## src/rtl/fuse_read_seq.sv

```systemverilog
module fuse_read_seq #(
  parameter int ADDR_LSB   = 8,
  parameter int ADDR_W     = 8,
  parameter int CAP_W      = 8,
  parameter int CNT_W      = ADDR_W + 1,
  parameter int ENTRY_MODE = 0,
  parameter int PARK_MODE  = 0,
  parameter int CLK_MHZ    = 200,
  parameter int WAIT_US    = 2
) (
  input  logic              clk,
  input  logic              rst_n,
  input  logic              req_valid,
  input  logic [ADDR_W-1:0] req_addr,
  input  logic [CNT_W-1:0]  req_count,
  input  logic [CAP_W-1:0]  fuse_rdata,
  output logic [31:0]       ctrl_word,
  output logic              busy,
  output logic              res_valid,
  output logic [CAP_W-1:0]  res_data,
  output logic              done
);
  localparam int WAIT_CYC = CLK_MHZ * WAIT_US;
  localparam int TW = $clog2(WAIT_CYC + 1);
  localparam logic [TW-1:0] RELOAD = TW'(WAIT_CYC - 1);
  localparam logic [31:0] STRB_BIT = 32'h2;
  localparam logic [31:0] ENTRY_W = (ENTRY_MODE == 2) ? 32'h28C :
                                    (ENTRY_MODE == 1) ? 32'h00C : 32'h004;
  localparam logic [31:0] PARK_W  = (PARK_MODE == 2) ? 32'h021 :
                                    (PARK_MODE == 1) ? 32'h009 : 32'h000;

  typedef enum logic [2:0] {S_IDLE, S_PRE, S_ENTER, S_ADDR, S_STRB, S_HOLD} state_t;

  state_t            state;
  logic [TW-1:0]     timer;
  logic [ADDR_W-1:0] cur;
  logic [CNT_W-1:0]  left;
  logic              tz;
  logic [ADDR_W-1:0] addr_field;

  assign tz = (timer == '0);
  assign addr_field = ctrl_word[ADDR_LSB +: ADDR_W];

  function automatic logic [31:0] place(input logic [ADDR_W-1:0] a);
    return ENTRY_W | (32'(a) << ADDR_LSB);
  endfunction

  always_ff @(posedge clk or negedge rst_n) begin
    if (!rst_n) begin
      state     <= S_IDLE;
      timer     <= '0;
      cur       <= '0;
      left      <= '0;
      ctrl_word <= PARK_W;
      busy      <= 1'b0;
      res_valid <= 1'b0;
      res_data  <= '0;
      done      <= 1'b0;
    end else begin
      res_valid <= 1'b0;
      done      <= 1'b0;
      case (state)
        S_IDLE: if (req_valid) begin
          if (req_count == '0) begin
            done <= 1'b1;
          end else begin
            busy  <= 1'b1;
            cur   <= req_addr;
            left  <= req_count;
            timer <= RELOAD;
            if (ENTRY_MODE == 1) begin
              ctrl_word <= 32'h001;
              state     <= S_PRE;
            end else begin
              ctrl_word <= ENTRY_W;
              state     <= S_ENTER;
            end
          end
        end
        S_PRE: begin
          ctrl_word <= ENTRY_W;
          state     <= S_ENTER;
        end
        S_ENTER: begin
          if (tz) begin
            ctrl_word <= place(cur);
            timer     <= RELOAD;
            state     <= S_ADDR;
          end else timer <= timer - 1'b1;
        end
        S_ADDR: begin
          if (tz) begin
            ctrl_word <= ctrl_word | STRB_BIT;
            timer     <= RELOAD;
            state     <= S_STRB;
          end else timer <= timer - 1'b1;
        end
        S_STRB: begin
          if (tz) begin
            res_data  <= fuse_rdata;
            res_valid <= 1'b1;
            ctrl_word <= ctrl_word & ~STRB_BIT;
            timer     <= RELOAD;
            state     <= S_HOLD;
          end else timer <= timer - 1'b1;
        end
        S_HOLD: begin
          if (tz) begin
            if (left == CNT_W'(1)) begin
              ctrl_word <= PARK_W;
              busy      <= 1'b0;
              done      <= 1'b1;
              state     <= S_IDLE;
            end else begin
              cur       <= cur + 1'b1;
              left      <= left - 1'b1;
              ctrl_word <= place(cur + 1'b1);
              timer     <= RELOAD;
              state     <= S_ADDR;
            end
          end else timer <= timer - 1'b1;
        end
        default: state <= S_IDLE;
      endcase
    end
  end

  p_strobe_in_read_r2: assert property (@(posedge clk) disable iff (!rst_n)
    ctrl_word[1] |-> ctrl_word[2]);

  p_addr_steady_r4: assert property (@(posedge clk) disable iff (!rst_n)
    (ctrl_word[1] && $past(ctrl_word[1])) |-> $stable(addr_field));

  p_valid_pulse_r5: assert property (@(posedge clk) disable iff (!rst_n)
    res_valid |=> !res_valid);

  p_park_on_exit_r6: assert property (@(posedge clk) disable iff (!rst_n)
    $fell(busy) |-> (done && ctrl_word == PARK_W));

  p_done_idle_r6: assert property (@(posedge clk) disable iff (!rst_n)
    done |-> !busy);

  p_zero_count_r8: assert property (@(posedge clk) disable iff (!rst_n)
    (!busy && req_valid && req_count == '0) |=> (done && !busy && $stable(ctrl_word)));
endmodule

```

## config.mk

```make
export PLATFORM = sky130hd
export DESIGN_NAME = fuse_read_seq
export DESIGN_NICKNAME = d
export VERILOG_FILES = /design/src/rtl/fuse_read_seq.sv
export SDC_FILE = /design/constraint.sdc
export NUM_CORES = 1
export LEC_CHECK = 0
export BUFFER_PORTS_ARGS = -buffer_cell sky130_fd_sc_hd__buf_4
export CAP_MARGIN = 20
export CORE_ASPECT_RATIO = 2
export CORE_MARGIN = 2
export CORE_UTILIZATION = 24
export CTS_CLUSTER_SIZE = 10
export DETAILED_ROUTE_END_ITERATION = 10
export HOLD_SLACK_MARGIN = 0.15
export MAX_ROUTING_LAYER = met4
export PLACE_DENSITY_LB_ADDON = 0.05
export SLEW_MARGIN = 30
export SYNTH_ARGS = -nofsm -noshare
export SYNTH_HDL_FRONTEND = slang
export SYNTH_SLANG_ARGS = --single-unit
```

## constraint.sdc

```tcl
create_clock -name clk -period 2 [get_ports clk]
set_input_delay 0.2 -clock clk [delete_from_list [all_inputs] [get_ports clk]]
set_output_delay 0.2 -clock clk [all_outputs]
set_load 0.02 [all_outputs]
```

==> impl_metrics.tcl, run 1 <==
set metrics [dict create \
    cellLeakagePower_nw 1.96 \
    worstPathArrival_ns 2.19 \
    cts_buffers 5 \
    core_um2 12600 \
    io_pins 71 \
    drt_iter0_drc 77 \
    vias 2782 \
    synth_flop_cell "dfrtp_1" \
    first_global_vias 2944 \
    critPathLaunchType "register" \
    wire_per_inst_um 16.7 \
    gp_congestion 0.804 \
    end_kind "register" \
    drc 0 \
    grt_use_total 0.146 \
    routed_wirelength_um 9780 \
    yosysMostFrequentCell "dfrtp_1" \
    crit_chain "inv_2, ha_4, buf_6, and3_4, nand4b_1, a21oi_4, clkbuf_16, mux2_4" \
    num_rows 58 \
    synth_cells 328 \
    cts-root-buf "clkbuf_16" \
    cts_max_path_buffers 2 \
    dieArea_um2 14000 \
    drive_gt1_frac 0.366 \
    slew_headroom 0.525 \
    period_minus_slack_ns 2.00 \
    cp-startpoint "timer[0]" \
    setup-tns-final_ns 0 \
    finish.net_count 468 \
    clock_latency_ns 0.30 \
    hold_class "primary input to register" \
    critical_path.max_stage_delay_ns 0.39 \
    syn_area_um2 3110 \
    status "complete, no violations" \
    path_buf_inv 3 \
    ir_drop_uv 324 \
    rr_worst_depth 8 \
    syn_avg_cell_area_um2 9.49 \
    ys_types 65 \
    synthTopCellsByCount "dfrtp_1 (50), nor2_1 (28), nand2_1 (25)" \
    h-tree-depth 2 \
    dp_hpwl_um 7300 \
    grt_max_degree 51 \
    whs_ns 0.157 \
    worst-path-stages 8 \
    maxSlewViolCount 0 \
    crit_path_max_fanout 5 \
    die_h_um 165 \
    reg2reg_to "ctrl_word[13]" \
    final-setup-viol-count 0 \
    rsz0062_at_grt "true" \
    dp.cells 559 \
    fmax_ghz 0.501 \
    path_clk_slew_ns 0.08 \
    start_util 0.247 \
    ys_seq_area_frac 0.402 \
    hold_viol 0 \
    grt_overflow_total 0 \
    routed_via_density 4.74 \
    timing.final.crit_share 0.998 \
    yosys-top-cells-area "dfrtp_1 (40%), buf_4 (5.5%), mux2_4 (4.3%)" \
    drt_pass1_iterations 4 \
    ant_nets 0 \
    cts_tree "yes" \
    cp-endpoint "ctrl_word[13]" \
    antenna_found_initial 0 \
    worst_path_max_delay_cell "dfrtp_1" \
    drv_cap 0 \
    power_density_nw_per_um2 506 \
    synth_top_cell_area_share 0.402 \
    worstMarginPinSlew_ns 0.712 \
    final_cells 587 \
    regToRegSetupSlack_ns 0.003 \
    die_x_um 84.6 \
    ys_ff_latch 50 \
    critPathRequiredTime_ns 2.19 \
    syn_to_final_growth_pct 39.4 \
    hp-start "req_count[0]" \
    synthArstFlopShare 1.00 \
    synth_warnings 0 \
    crit_family "flip-flops" \
    grt_pass1_wl_um 15400 \
    cts_sinks 50 \
    synth_edf_count 0 \
    r2r_start "timer[0]" \
    fin_area_um2 4340 \
    post_dp_cell_area_um2 3910 \
    synth_top_area_cell "dfrtp_1" \
    port_buffers 48 \
    worst-setup-path-type "register to register" \
    finClkSkew_ns 0.00559 \
    diodes 0 \
]
==> worst min-delay path, cell delays in order <==
cell	delay, ns
buf_4	0.09
nand3_1	0.05
o211ai_1	0.07
==> worst min-delay path by stage <==
stage,end,cells after the start,slack [ns]
2_1_floorplan,busy,0,-0.1
3_3_place_gp,left[5],1,0.32
3_5_place_dp,left[5],1,0.32
4_1_cts,left[0],3,0.15
5_1_grt,left[0],3,0.17
6_report,left[0],3,0.16
==> logic make-up after synthesis <==
group / synth area share
adder cells (fa/ha/maj): 0.0193
XOR/XNOR: 0.00844
buffers and inverters: 0.0868
flip-flops: 0.402
AO/OA/AOI/OAI: 0.198
AND/OR/NAND/NOR: 0.202
multiplexers: 0.0820
other: 0.00120
==> final cells by class <==
type	instances	area, µm²
sequential	50	1250
timing repair buffer	116	972
multi-input combinational	256	1750
tap	150	188
fill	1353	8290
clock buffer	6	139
clock inverter	2	17.5
inverter	7	26.3
==> power by group <==
part / internal (mW) / switching, mW / total [mW]
Combinational: 0.0925 / 0.126 / 0.218
Clock: 0.505 / 0.438 / 0.943
Sequential: 1.02 / 0.0144 / 1.04
Total: 1.62 / 0.579 / 2.20
==> sequential cells by signal, summed over array words and instances (netlist names) <==
| signal | cells |
|---|---|
| left | 9 |
| done | 1 |
| cur | 8 |
| ctrl_word | 10 |
| res_data | 8 |
| state | 3 |
| busy | 1 |
| res_valid | 1 |
| timer | 9 |
==> layout by cell type (no fill, tap or decap), types with 3 or more instances in the layout <==
cell | Yosys | layout
a21oi_1 | 17 | 16
a31oi_1 | 8 | 8
and3_1 | 5 | 4
buf_12 | 0 | 4
buf_4 | 23 | 99
buf_6 | 2 | 3
clkbuf_16 | 0 | 6
conb_1 | 1 | 22
dfrtp_1 | 50 | 50
dlygate4sd3_1 | 0 | 9
ha_1 | 4 | 3
inv_1 | 7 | 5
mux2_2 | 8 | 8
mux2_4 | 9 | 9
mux2i_1 | 3 | 3
nand2_1 | 25 | 25
nand2b_1 | 4 | 4
nand3_1 | 15 | 15
nand4_1 | 3 | 3
nor2_1 | 28 | 28
nor3_1 | 13 | 12
o21ai_0 | 13 | 13
o21ai_1 | 15 | 13
o22a_1 | 4 | 4
o22ai_1 | 3 | 3
o2bb2ai_1 | 3 | 3
o31ai_1 | 6 | 6
or3_1 | 3 | 3
==> metrics by stage <==
step	total power, mW	util	setup WS (ns)
6_report	2.20	0.344	0.00322
5_1_grt	2.29	0.344	-0.0655
4_1_cts	2.25	0.336	0.00137
3_5_place_dp	1.27	0.310	-0.0639
3_3_place_gp	1.26	0.310	-0.0759
2_1_floorplan	1.19	-	0.0108
==> metal layers <==
layer	GRT usage	part of all wire
met1	0.137	0.35
met3	0.0164	0.021
met4	0.0584	0.025
met5	-	0
met2	0.294	0.60
==> timing repair <==
| action | in CTS | in global routing |
|---|---|---|
| resized for setup | 8 | 12 |
| gates cloned | 1 | 0 |
| pin swaps | 4 | 4 |
| hold buffers | 9 | 0 |
| endpoints found under the hold margin | 58 | 0 |
| setup buffers | 4 | 6 |
| setup endpoints to repair | 9 | 34 |
Note: power is estimated with default switching activity, not from simulation.
==> run 2: changes to the inputs <==
- ABC_AREA: unset -> 0
- CELL_PAD_IN_SITES_DETAIL_PLACEMENT: unset -> 1
- CELL_PAD_IN_SITES_GLOBAL_PLACEMENT: unset -> 1
==> run 2 against run 1 <==
Register-to-register slack better by 0.06 ns. Highest routed layer unchanged. Fmax increased by 3.3%. Critical endpoint is now ctrl_word[9]. Core utilization down 0.78 points.
==> impl_metrics.tcl, run 2 (same netlist as run 1, synthesis figures left out) <==
set metrics [dict create \
    status "complete, no violations" \
    internal-power_mw 1.72 \
    period_minus_slack_ns 1.93 \
    cts_buffers 5 \
    clkPwrFrac 0.455 \
    end_kind "register" \
    seqPwrFrac 0.450 \
    drt_pass1_iterations 3 \
    largest_reg_flops 10 \
    comb_power_share 0.096 \
    switchingPower_mw 0.587 \
    antenna_found_initial 0 \
    dieArea_um2 14000 \
    drv_cap 0 \
    routed_via_density 4.85 \
    fillers 1487 \
    finish.net_count 458 \
    ant_nets 0 \
    grt_pass1_wl_um 16800 \
    vias 2800 \
    cellLeakagePower_nw 1.91 \
    dp_hpwl_um 7740 \
    final-setup-viol-count 0 \
    pre_cts_slack_ns -0.0679 \
    layout_common_cells "buf_4 (92), dfrtp_1 (50), nor2_1 (28), nand2_1 (24), conb_1 (22)" \
    routed_wirelength_um 10100 \
    cts_tree "yes" \
    regMostFlops "ctrl_word" \
    drt_iter0_drc 68 \
    finClkSkew_ns 0.00781 \
    worstMarginPinSlew_ns 0.706 \
    syn_to_final_growth_pct 36.2 \
    critPathRequiredTime_ns 2.19 \
    diodes 0 \
    gp_congestion 0.758 \
    crit_path_max_fanout 9 \
    cts-root-buf "clkbuf_16" \
    rsz0062_at_grt "true" \
    core_um2 12600 \
    fmax_ghz 0.517 \
    worstPathArrival_ns 2.12 \
    power.total_mw 2.30 \
    drc 0 \
    critPathLaunchType "register" \
    start_util 0.247 \
    wire_per_inst_um 17.6 \
    grt_max_degree 51 \
    slew_headroom 0.529 \
    final_common_cell "buf_4" \
    drive_gt1_frac 0.347 \
    cts_sinks 50 \
    worst-setup-path-type "register to register" \
    setup_ws_ns 0.0675 \
    h-tree-depth 2 \
    crit_chain "inv_2, ha_4, buf_6, and3_4, nand4b_1, a21oi_4, buf_12, mux2_4" \
    netSwitchingFraction 0.255 \
    port_buffers 48 \
    io_pins 71 \
    die_h_um 165 \
    critical_path.max_stage_delay_ns 0.40 \
    clock_latency_ns 0.30 \
    maxSlewViolCount 0 \
    top_regs "ctrl_word: 10 flops, left: 9 flops, timer: 9 flops" \
    worst_path_max_delay_cell "dfrtp_1" \
    hold_class "primary input to register" \
    timing.final.crit_share 0.966 \
    first_global_vias 3167 \
    cts_max_path_buffers 2 \
    ir_drop_uv 399 \
    grt_use_total 0.158 \
    hold_viol 0 \
    die_x_um 84.6 \
    num_rows 58 \
    path_clk_slew_ns 0.08 \
    grt_overflow_total 0 \
    power_density_nw_per_um2 543 \
]
## run 2: changes by cell type in the layout (fill, tap and decap cells not counted), sizes merged
cell	delta
bufinv	+1
clkbuf	-2
inv	+2
clkinv	-2
buf	-9
## run 2: area by class of cell
class / count / area [µm²] / share of cell area
Clock buffer: 5 / 125 / 0.0295
Sequential cell: 50 / 1250 / 0.295
Tap cell: 150 / 188 / 0.0442
Clock inverter: 3 / 47.5 / 0.0112
Inverter: 7 / 26.3 / 0.00619
Multi-Input combinational cell: 256 / 1730 / 0.408
Timing Repair Buffer: 106 / 872 / 0.206
## run 2: final timing paths
kind / from / end / slack, ns / depth (start not counted)
worst max-delay path: timer[1] / ctrl_word[9] / 0.07 / 8
worst min-delay path: req_addr[0] / cur[0] / 0.16 / 3
worst max register to register: timer[1] / ctrl_word[9] / 0.07 / 8
worst min register to register: res_data[3] / res_data[3] / 0.51 / 1
max in group asynchronous: rst_n / cur[4] / 1.03 / 2
min in group asynchronous: rst_n / left[5] / 0.48 / 2
## run 2: metrics by stage
stage                     hold slack, ns  utilization  instance area (µm²)  setup TNS (ns)  cells
final                              0.155        0.336                 4240               0    577
after global routing               0.199        0.336                 4240          -0.193    577
after CTS                          0.157        0.332                 4200               0    574
after detailed placement           0.307        0.307                 3880          -0.687    554
after global placement             0.313        0.307                 3880          -0.498    554
after floorplan                  -0.0956            -                 3200               0    349
## run 2: layer usage
layer | vias to the layer above | GRT usage | part of all wire
met3 | 16 | 0.0164 | 0.022
met4 | 0 | 0.0577 | 0.024
met5 | - | - | 0
met1 | 1389 | 0.156 | 0.36
li1 | 1345 | - | -
met2 | 50 | 0.311 | 0.59
## run 2: power by group through the flow
stage,sequential (mW),combinational (mW),clock [mW]
2_1_floorplan,1.06,0.132,0
3_3_place_gp,1.06,0.209,0
3_5_place_dp,1.06,0.210,0
4_1_cts,1.04,0.226,1.09
5_1_grt,1.04,0.247,1.11
6_report,1.04,0.221,1.05
## run 2: repair_timing
item | in CTS | in global routing
pin swaps | 5 | 5
endpoints found under the setup margin | 20 | 23
gates resized for setup | 7 | 6
endpoints found under the hold margin | 58 | 0
setup buffers | 3 | 3
hold buffers | 9 | 0
## run 2: critical path: cells and delay by family, from the launching register on
family,cells,cell delay [ns]
simple gates,2,0.36
mux,1,0.30
compound gates,1,0.22
flops,1,0.40
fa+ha+maj,1,0.15
buf+inv,3,0.37
